--- config.mk ---
export PLATFORM = sky130hd
export DESIGN_NAME = i2c_fixed_cmd_slave
export DESIGN_NICKNAME = d
export VERILOG_FILES = /design/src/rtl/i2ccmd_pkg.sv /design/src/rtl/i2ccmd_sync.sv /design/src/rtl/i2ccmd_cond.sv /design/src/rtl/i2ccmd_fsm.sv /design/src/rtl/i2ccmd_flag.sv /design/src/rtl/i2c_fixed_cmd_slave.sv
export SDC_FILE = /design/constraint.sdc
export NUM_CORES = 1
export LEC_CHECK = 0
export BUFFER_PORTS_ARGS = -buffer_cell sky130_fd_sc_hd__buf_2
export CAP_MARGIN = 20
export CORE_MARGIN = 5
export CORE_UTILIZATION = 45
export DETAILED_ROUTE_END_ITERATION = 12
export GPL_TIMING_DRIVEN = 0
export PLACE_DENSITY = 0.73
export SETUP_SLACK_MARGIN = 0.4
export SLEW_MARGIN = 40
export SYNTH_ARGS = -nofsm -noshare
export SYNTH_HDL_FRONTEND = slang
export SYNTH_HIERARCHICAL = 1
export SYNTH_SLANG_ARGS = --single-unit
--- constraint.sdc ---
create_clock -name clk -period 1.6 [get_ports clk]
set_input_delay 0.32 -clock clk [delete_from_list [all_inputs] [get_ports clk]]
set_output_delay 0.32 -clock clk [all_outputs]
set_load 0.02 [all_outputs]
--- src/rtl/i2ccmd_pkg.sv ---
package i2ccmd_pkg;

    typedef enum logic [2:0] {
        ST_IDLE,
        ST_ADDR,
        ST_ADDR_ACK,
        ST_DATA,
        ST_DATA_ACK,
        ST_IGNORE
    } bus_state_e;

    typedef enum logic [1:0] {
        CMD_NONE,
        CMD_BOOT,
        CMD_RESET,
        CMD_BAD
    } cmd_e;

    typedef struct packed {
        logic start;
        logic stop;
        logic rise;
        logic fall;
        logic sda;
    } bus_evt_t;

    function automatic cmd_e decode_cmd(input logic [7:0] code,
                                        input logic [7:0] boot_code,
                                        input logic [7:0] reset_code);
        if (code == boot_code)       return CMD_BOOT;
        else if (code == reset_code) return CMD_RESET;
        else                         return CMD_BAD;
    endfunction

    function automatic logic write_hit(input logic [7:0] hdr, input logic [6:0] addr);
        return hdr == {addr, 1'b0};
    endfunction

endpackage

--- src/rtl/i2ccmd_sync.sv ---
module i2ccmd_sync #(
    parameter int STAGES = 2,
    parameter int WIDTH  = 2
) (
    input  logic             clk,
    input  logic             rst,
    input  logic [WIDTH-1:0] din,
    output logic [WIDTH-1:0] dout
);
    for (genvar g = 0; g < WIDTH; g++) begin : g_bit
        logic [STAGES-1:0] pipe;
        always_ff @(posedge clk) begin
            if (rst) pipe <= '1;
            else     pipe <= {pipe[STAGES-2:0], din[g]};
        end
        assign dout[g] = pipe[STAGES-1];
    end
endmodule

--- src/rtl/i2ccmd_cond.sv ---
module i2ccmd_cond
    import i2ccmd_pkg::*;
(
    input  logic     clk,
    input  logic     rst,
    input  logic     scl_s,
    input  logic     sda_s,
    output bus_evt_t evt
);
    logic scl_d, sda_d;

    always_ff @(posedge clk) begin
        if (rst) begin
            scl_d <= 1'b1;
            sda_d <= 1'b1;
        end else begin
            scl_d <= scl_s;
            sda_d <= sda_s;
        end
    end

    always_comb begin
        evt.start = scl_s & scl_d & sda_d & ~sda_s;
        evt.stop  = scl_s & scl_d & ~sda_d & sda_s;
        evt.rise  = scl_s & ~scl_d;
        evt.fall  = ~scl_s & scl_d;
        evt.sda   = sda_s;
    end
endmodule

--- src/rtl/i2ccmd_fsm.sv ---
module i2ccmd_fsm
    import i2ccmd_pkg::*;
#(
    parameter logic [6:0] DEV_ADDR   = 7'h34,
    parameter logic [7:0] BOOT_CODE  = 8'hF0,
    parameter logic [7:0] RESET_CODE = 8'hBB
) (
    input  logic     clk,
    input  logic     rst,
    input  logic     port_en,
    input  bus_evt_t evt,
    output logic     sda_oe,
    output cmd_e     fire,
    output logic     bad
);
    localparam int          CNT_W = 4;
    localparam logic [CNT_W-1:0] FULL = CNT_W'(8);

    bus_state_e       state;
    cmd_e             pend;
    logic [7:0]       shreg;
    logic [CNT_W-1:0] cnt;
    cmd_e             code_kind;

    assign code_kind = decode_cmd(shreg, BOOT_CODE, RESET_CODE);

    always_ff @(posedge clk) begin
        if (rst) begin
            state  <= ST_IDLE;
            pend   <= CMD_NONE;
            shreg  <= '0;
            cnt    <= '0;
            sda_oe <= 1'b0;
            fire   <= CMD_NONE;
            bad    <= 1'b0;
        end else begin
            fire <= CMD_NONE;
            bad  <= 1'b0;
            if (!port_en) begin
                state  <= ST_IDLE;
                pend   <= CMD_NONE;
                sda_oe <= 1'b0;
            end else if (evt.stop) begin
                fire   <= pend;
                pend   <= CMD_NONE;
                state  <= ST_IDLE;
                sda_oe <= 1'b0;
            end else if (evt.start) begin
                state  <= ST_ADDR;
                pend   <= CMD_NONE;
                cnt    <= '0;
                sda_oe <= 1'b0;
            end else begin
                case (state)
                    ST_ADDR, ST_DATA: begin
                        if (evt.rise && cnt != FULL) begin
                            shreg <= {shreg[6:0], evt.sda};
                            cnt   <= cnt + 1'b1;
                        end else if (evt.fall && cnt == FULL) begin
                            cnt <= '0;
                            if (state == ST_ADDR) begin
                                if (write_hit(shreg, DEV_ADDR)) begin
                                    sda_oe <= 1'b1;
                                    state  <= ST_ADDR_ACK;
                                end else begin
                                    state  <= ST_IGNORE;
                                end
                            end else if (code_kind == CMD_BAD) begin
                                bad   <= 1'b1;
                                state <= ST_IGNORE;
                            end else begin
                                pend   <= code_kind;
                                sda_oe <= 1'b1;
                                state  <= ST_DATA_ACK;
                            end
                        end
                    end
                    ST_ADDR_ACK: begin
                        if (evt.fall) begin
                            sda_oe <= 1'b0;
                            state  <= ST_DATA;
                        end
                    end
                    ST_DATA_ACK: begin
                        if (evt.fall) begin
                            sda_oe <= 1'b0;
                            state  <= ST_IGNORE;
                        end
                    end
                    default: ;
                endcase
            end
        end
    end

    // no drive while idle or ignoring a foreign transfer
    p_quiet_ignore_r2: assert property (@(posedge clk) disable iff (rst)
        (state == ST_IDLE || state == ST_IGNORE) |-> !sda_oe);

    // disabling the port returns to idle with SDA released
    p_port_off_r7: assert property (@(posedge clk) disable iff (rst)
        !port_en |=> (state == ST_IDLE && !sda_oe && fire == CMD_NONE));

    // a START with no STOP leaves nothing pending
    p_start_drops_r8: assert property (@(posedge clk) disable iff (rst)
        (port_en && evt.start && !evt.stop) |=> pend == CMD_NONE);

    // drive begins only right after a falling SCL
    p_ack_on_fall_r1: assert property (@(posedge clk) disable iff (rst)
        $rose(sda_oe) |-> $past(evt.fall));
endmodule

--- src/rtl/i2ccmd_flag.sv ---
module i2ccmd_flag
    import i2ccmd_pkg::*;
(
    input  logic clk,
    input  logic rst,
    input  logic por,
    input  cmd_e fire,
    input  logic bad,
    output logic boot_en,
    output logic reset_req
);
    always_ff @(posedge clk) begin
        if (por)                    boot_en <= 1'b0;
        else if (fire == CMD_BOOT)  boot_en <= 1'b1;
        else if (bad)               boot_en <= 1'b0;
    end

    always_ff @(posedge clk) begin
        if (rst || por) reset_req <= 1'b0;
        else            reset_req <= (fire == CMD_RESET);
    end

    // reset request is a single-cycle pulse
    p_pulse_one_r4: assert property (@(posedge clk) disable iff (rst || por)
        reset_req |=> !reset_req);

    // the flag rises only from a command released at STOP
    p_set_at_stop_r3: assert property (@(posedge clk) disable iff (por)
        $rose(boot_en) |-> $past(fire == CMD_BOOT));

    // system reset alone leaves the flag untouched
    p_survive_r6: assert property (@(posedge clk) disable iff (por)
        (rst && fire == CMD_NONE && !bad) |=> $stable(boot_en));
endmodule

--- src/rtl/i2c_fixed_cmd_slave.sv ---
module i2c_fixed_cmd_slave
    import i2ccmd_pkg::*;
#(
    parameter int         SYNC_STAGES = 2,
    parameter logic [6:0] DEV_ADDR    = 7'h34,
    parameter logic [7:0] BOOT_CODE   = 8'hF0,
    parameter logic [7:0] RESET_CODE  = 8'hBB
) (
    input  logic clk,
    input  logic rst,
    input  logic por,
    input  logic port_en,
    input  logic scl_i,
    input  logic sda_i,
    output logic sda_oe,
    output logic boot_en,
    output logic reset_req
);
    logic       core_rst;
    logic [1:0] pins_s;
    bus_evt_t   evt;
    cmd_e       fire;
    logic       bad;

    assign core_rst = rst | por;

    i2ccmd_sync #(.STAGES(SYNC_STAGES), .WIDTH(2)) u_sync (
        .clk (clk),
        .rst (core_rst),
        .din ({scl_i, sda_i}),
        .dout(pins_s)
    );

    i2ccmd_cond u_cond (
        .clk  (clk),
        .rst  (core_rst),
        .scl_s(pins_s[1]),
        .sda_s(pins_s[0]),
        .evt  (evt)
    );

    i2ccmd_fsm #(
        .DEV_ADDR  (DEV_ADDR),
        .BOOT_CODE (BOOT_CODE),
        .RESET_CODE(RESET_CODE)
    ) u_fsm (
        .clk    (clk),
        .rst    (core_rst),
        .port_en(port_en),
        .evt    (evt),
        .sda_oe (sda_oe),
        .fire   (fire),
        .bad    (bad)
    );

    i2ccmd_flag u_flag (
        .clk      (clk),
        .rst      (rst),
        .por      (por),
        .fire     (fire),
        .bad      (bad),
        .boot_en  (boot_en),
        .reset_req(reset_req)
    );

    // an unknown command byte never drives an ACK
    p_bad_nack_r5: assert property (@(posedge clk) disable iff (core_rst)
        bad |-> !sda_oe);
endmodule

-- Word-level counts from Yosys, hierarchy flattened
Index checks and enable logic that the tools add are counted.
- flip-flop bits (word level): 29
- output and inout bits: 3
- input port bits: 6
- logic and storage cells: 104
- multiplexer cells: 25
- bitwise logic cells: 20
- reduce and logical (&&, ||, !) cells: 21
- add/sub/neg operators: 1
- equal/unequal tests: 23
- operators with widths (cell ; number):
    AND reduction 5 bit ; 4
    two-way mux 3 bit ; 6
    equality test 8 bit (second input constant) ; 2
    two-way mux 4 bit ; 4
    two-way mux 1 bit ; 12
    != test 3 x 2 -> 1 bit (second input constant) ; 4
    NOT 1 bit ; 12
    one-hot mux 3 bit (3 select lines) ; 1
    equality test 8 x 7 -> 1 bit (second input constant) ; 1
    != test 2 x 1 -> 1 bit (second input constant) ; 4
    OR reduction 8 bit ; 1
    bitwise AND 1 bit ; 7
    equality test 3 x 2 -> 1 bit (second input constant) ; 2
    != test 3 bit (second input constant) ; 2
    AND reduction 6 bit ; 1
    nonzero test 2 bit ; 3
    nonzero test 3 bit ; 2
    OR reduction 3 bit ; 2
    adder 4 x 1 -> 4 bit (second input constant) ; 1
    equality test 2 bit (second input constant) ; 2
    equality test 4 bit (second input constant) ; 1
    != test 4 bit (second input constant) ; 1
    AND reduction 4 bit ; 1
    nonzero test 4 bit ; 1
    other kinds (11) ; 13

-- Depth between registers and ports, before layout
- depth after elaboration: 10
- mapped depth: 7
- depth with buffers taken out: 6

-- Hierarchy
The synthesis kept the hierarchy.
- by module, submodules not included (module ; cells an instance ; times used ; area each (um^2)):
    i2ccmd_fsm ; 120 ; 1 ; 1082.3
    i2ccmd_sync ; 10 ; 1 ; 120.1
    i2ccmd_cond ; 9 ; 1 ; 92.6
    i2ccmd_flag ; 6 ; 1 ; 72.6
    i2c_fixed_cmd_slave ; 1 ; 1 ; 6.3

-- Least setup slack after synthesis
Ideal clock, no wire load.
- kind: register to register
- start point: register u_sync.g_bit[1].pipe[1]
- end point: register u_fsm.cnt[2]
- buffers on the path: 2
- stages on the path, launching flop included: 8
- arrival: 1663 ps
- period minus slack after synthesis: 1734 ps
- path slack: -134 ps
- path through: dfxtp_1 -> buf_4 -> and4b_1 -> nor4bb_1 -> nand4b_1 -> buf_6 -> or3b_1 -> a21oi_1
- RTL lines (element ; RTL line ; RTL):
    start: declaration ; i2ccmd_sync.sv:11 ; logic [STAGES-1:0] pipe;
    start signal: assignment ; i2ccmd_sync.sv:14 ; else pipe <= {pipe[STAGES-2:0], din[g]};
    end signal: assignment ; i2ccmd_fsm.sv:58 ; cnt <= cnt + 1'b1;
    end: declaration ; i2ccmd_fsm.sv:22 ; logic [CNT_W-1:0] cnt;

==> tab_implementation.tex <==
\begin{tabular}{lr}
\hline
Metric & Value \\
\hline
\multicolumn{2}{l}{\textbf{Synth}} \\
\quad Synth Instances & 146 \\
\quad Share of flip-flops with an asynchronous set or reset & 0 \\
\quad Library cell occupying the most area in the post-synthesis netlist & sky130\_fd\_sc\_hd\_\_dfxtp\_1 \\
\quad Top post-synthesis cells by area & sky130\_fd\_sc\_hd\_\_dfxtp\_1, sky130\_fd\_sc\_hd\_\_mux2i\_1, sky130\_fd\_sc\_hd\_\_nand2b\_1 \\
\quad Leading post-synthesis cells by instance count & sky130\_fd\_sc\_hd\_\_dfxtp\_1, sky130\_fd\_sc\_hd\_\_nor2\_1, sky130\_fd\_sc\_hd\_\_a21oi\_1, sky130\_fd\_sc\_hd\_\_mux2i\_1, sky130\_fd\_sc\_hd\_\_nand2b\_1 \\
\quad Predominant post-synthesis flop cell & sky130\_fd\_sc\_hd\_\_dfxtp\_1 \\
\quad Synth top area share & 0.423 \\
\quad Number of synthesis warnings & 6 \\
\quad Count of different cell masters after synthesis & 46 \\
\quad Number of flops mapped to enable cells by yosys & 0 \\
\quad Average cell area after synthesis & 9.41 µm² \\
\quad Total nets after synthesis & 154 \\
\quad Total standard cell area after synthesis & 0.00137 mm² \\
\quad Most instantiated library cell after synthesis & sky130\_fd\_sc\_hd\_\_dfxtp\_1 \\
\quad Flip-flop and latch count after synthesis & 29 \\
\quad Seq/Total Area, Yosys & 0.423 \\
\multicolumn{2}{l}{\textbf{Timing}} \\
\quad Final Max Tran Viols & 0 \\
\quad Final setup slack of the worst path & -0.166 ns \\
\quad Achievable Freq & 0.566 GHz \\
\quad Final hold slack & 0.170 ns \\
\quad Setup repair after global routing missed its margin & yes \\
\quad Number of hold violations in the final report & 0 \\
\quad Final cycle utilization of the critical path & 1.10 \\
\quad Min cycle time layout & 1.77 ns \\
\quad Slew of the pin with the lowest slew margin & 0.428 ns \\
\quad Worst relative slew slack & 0.713 \\
\quad Final worst clock skew & 0.00525 ns \\
\quad Setup-violating endpoint count in the final report & 15 \\
\multicolumn{2}{l}{\textbf{Cells and area}} \\
\quad \# fillers & 248 \\
\quad Area occupied by registers & 587 µm² \\
\quad Number of antenna repair diodes & 0 \\
\quad Finished Layout Cells & 206 \\
\quad Layout Area Growth over Synthesis & 33.9\% \\
\quad Post-route cell area & 0.00184 mm² \\
\quad Net count of the finished layout & 181 \\
\quad Share of final-layout standard cells stronger than drive strength 1 & 0.393 \\
\quad Total area of multi-input combinational cells & 912 µm² \\
\quad Final Util & 0.618 \\
\multicolumn{2}{l}{\textbf{Clock tree}} \\
\quad Number of hold buffers added after CTS & 0 \\
\quad Number of buffers created by CTS & 5 \\
\quad CTS H-tree depth & 2 \\
\quad Cell chosen for the clock root & sky130\_fd\_sc\_hd\_\_clkbuf\_4 \\
\quad Maximum buffer depth of the clock tree & 2 \\
\quad TritonCTS clock tree & built \\
\quad Clock-pin slew on the worst setup and hold paths & 0.09 ns \\
\quad Clock latency reported for the late side of the worst-skew pair & 0.32 ns \\
\quad Sink count of the clock tree & 29 \\
\multicolumn{2}{l}{\textbf{Worst setup path}} \\
\quad Total buffers and inverters traversed by the critical path & 2 \\
\quad Critical path startpoint category & flip-flop \\
\quad Maximum single-stage delay on the critical path & 0.34 ns \\
\quad Critical path data arrival time & 2.02 ns \\
\quad CP required & 1.85 ns \\
\quad Kind of capture point of the worst setup path & flip-flop \\
\quad Family of cells with the greatest summed delay on the critical path & simple AND/OR/NAND/NOR gates \\
\quad Worst-path cell with the longest stage delay & sky130\_fd\_sc\_hd\_\_or3b\_1 \\
\quad Worst setup path class & reg -> reg \\
\quad Most numerous cell on the critical path & sky130\_fd\_sc\_hd\_\_buf\_6 \\
\quad Chain of cells forming the critical path & buf\_6, and4b\_2, nor4bb\_4, nand4b\_1, buf\_6, or3b\_1, a21oi\_1 \\
\quad Biggest fanout along the worst timing path & 3 \\
\multicolumn{2}{l}{\textbf{Pwr}} \\
\quad Combinational share of power & 0.042 \\
\quad Total net switching power & 0.000268 W \\
\quad Portion of total power attributed to sequential cells & 0.593 \\
\quad Switching Fraction & 0.219 \\
\quad Clock share of power & 0.365 \\
\quad IR drop worst, VDD & 334 µV \\
\quad Power Density & 665 mW/mm² \\
\quad Internal power consumption & 0.000955 W \\
\quad Standby leakage power & 0.727 nW \\
\quad Post-layout power & 0.00122 W \\
\multicolumn{2}{l}{\textbf{Global route}} \\
\quad Number of global-route vias before repair & 1205 \\
\quad Global router's overall resource usage & 0.166 \\
\quad Initial antenna violation count & 0 \\
\quad Largest net degree at the start of global routing & 15 \\
\quad Overflow after GRT & 0 \\
\quad Wire length of the first global-routing pass & 5300 µm \\
\multicolumn{2}{l}{\textbf{Detailed routing}} \\
\quad Final antenna-violating net count & 0 \\
\quad Avg WL per Cell & 15.5 µm \\
\quad Iteration-0 DRC count of the detailed router & 38 \\
\quad Pre-Repair DR Iteration Count & 4 \\
\quad Total DRC errors in the routed layout & 0 \\
\quad WL final & 3180 µm \\
\quad Per-cell via count in the routed design & 5.67 \\
\quad Total number of vias & 1168 \\
\multicolumn{2}{l}{\textbf{Run status}} \\
\quad Status & finished, violations left \\
\quad Violations in the final reports & setup timing \\
\multicolumn{2}{l}{\textbf{Floorplanning}} \\
\quad Area of the die & 0.00426 mm² \\
\quad Number of rows created at floorplan & 20 \\
\quad Width of the die & 65.3 µm \\
\quad Area of the core region & 0.00298 mm² \\
\quad Die boundary height & 65.3 µm \\
\quad I/O pin total & 9 \\
\quad Initial core utilization & 0.461 \\
\multicolumn{2}{l}{\textbf{Min path}} \\
\quad Worst hold path type & in -> reg \\
\multicolumn{2}{l}{\textbf{Placed design}} \\
\quad DP Area & 0.00157 mm² \\
\quad Final weighted congestion in routability-driven placement & 0.752 \\
\quad Placed wire-length estimate & 2020 µm \\
\quad Buffers on Ports & 8 \\
\quad Cells after DPL & 187 \\
\multicolumn{2}{l}{\textbf{Job}} \\
\quad Maxcap violations & 0 \\
\hline
\end{tabular}
path summary, 6_finish.rpt:
path,slack [ns],cells past startpoint,start,end
max,-0.17,7,u_sync/g_bit[1].pipe[1],u_fsm/cnt[2]
min,0.17,2,rst,u_flag/reset_req
max reg2reg,-0.17,7,u_sync/g_bit[1].pipe[1],u_fsm/cnt[2]
min reg2reg,0.41,1,u_sync/g_bit[0].pipe[0],u_sync/g_bit[0].pipe[1]
cells by family after synthesis:
group | Yosys count | synth area share
DFF | 29 | 0.423
adders and majority gates | 2 | 0.0182
muxes | 10 | 0.0738
AOI/OAI and AO/OA | 24 | 0.117
xor gates and xnor gates | 1 | 0.00638
and+or+nand+nor | 67 | 0.312
buffers and inverters | 13 | 0.0501
layout by cell type, fill, tap and decap left out, types with 3 or more instances in the layout:
master	instances
sky130_fd_sc_hd__a21oi_1	7
sky130_fd_sc_hd__and4b_1	3
sky130_fd_sc_hd__buf_2	8
sky130_fd_sc_hd__buf_4	11
sky130_fd_sc_hd__buf_6	5
sky130_fd_sc_hd__clkbuf_4	5
sky130_fd_sc_hd__clkbuf_8	3
sky130_fd_sc_hd__dfxtp_1	24
sky130_fd_sc_hd__dfxtp_2	5
sky130_fd_sc_hd__inv_1	3
sky130_fd_sc_hd__mux2i_1	9
sky130_fd_sc_hd__nand2_1	4
sky130_fd_sc_hd__nand2b_1	8
sky130_fd_sc_hd__nor2_1	12
sky130_fd_sc_hd__or2_1	7
sequential cells by signal (all words and copies together) (netlist names), 2 cells and up:
signal             count
u_fsm/cnt              4
u_fsm/pend             2
u_fsm/shreg            8
u_sync/g_bit.pipe      4
u_fsm/fire             2
u_fsm/state            3
per-stage QoR:
stage	setup TNS [ns]	setup WS, ns
2_1_floorplan	-0.101	-0.101
5_1_grt	-2.95	-0.281
3_5_place_dp	-1.21	-0.295
3_3_place_gp	-1.15	-0.287
6_report	-1.38	-0.166
4_1_cts	-1.65	-0.206
timing repair:
action,in CTS,in global routing
endpoints found under the setup margin,19,20
gates resized for setup,22,7
cloned,0,0
setup buffers,11,1
pin swaps,8,7
routing by layer:
metal / global-route usage / wire, µm / up-vias
met1: 0.163 / 1280 / 532
li1: - / - / 576
met2: 0.295 / 1660 / 41
met3: 0.0718 / 157 / 19
met4: 0.0855 / 91 / 0
met5: 0 / 0 / -
final cells by class:
class | count | area share
inverter | 5 | 0.0102
tap | 33 | 0.0224
buffer | 8 | 0.0422
multi-input combinational | 104 | 0.496
timing repair buffer | 20 | 0.0803
sequential | 29 | 0.319
clock buffer | 7 | 0.0299
power groups by stage:
stage | sequential, W | combinational (W) | clock [W]
6_report | 0.000725 | 0.0000509 | 0.000447
3_5_place_dp | 0.000742 | 0.0000373 | 0
4_1_cts | 0.000725 | 0.0000480 | 0.000465
3_3_place_gp | 0.000742 | 0.0000363 | 0
2_1_floorplan | 0.000742 | 0.0000236 | 0
5_1_grt | 0.000726 | 0.0000552 | 0.000521
(Power assumes the default switching activity.)
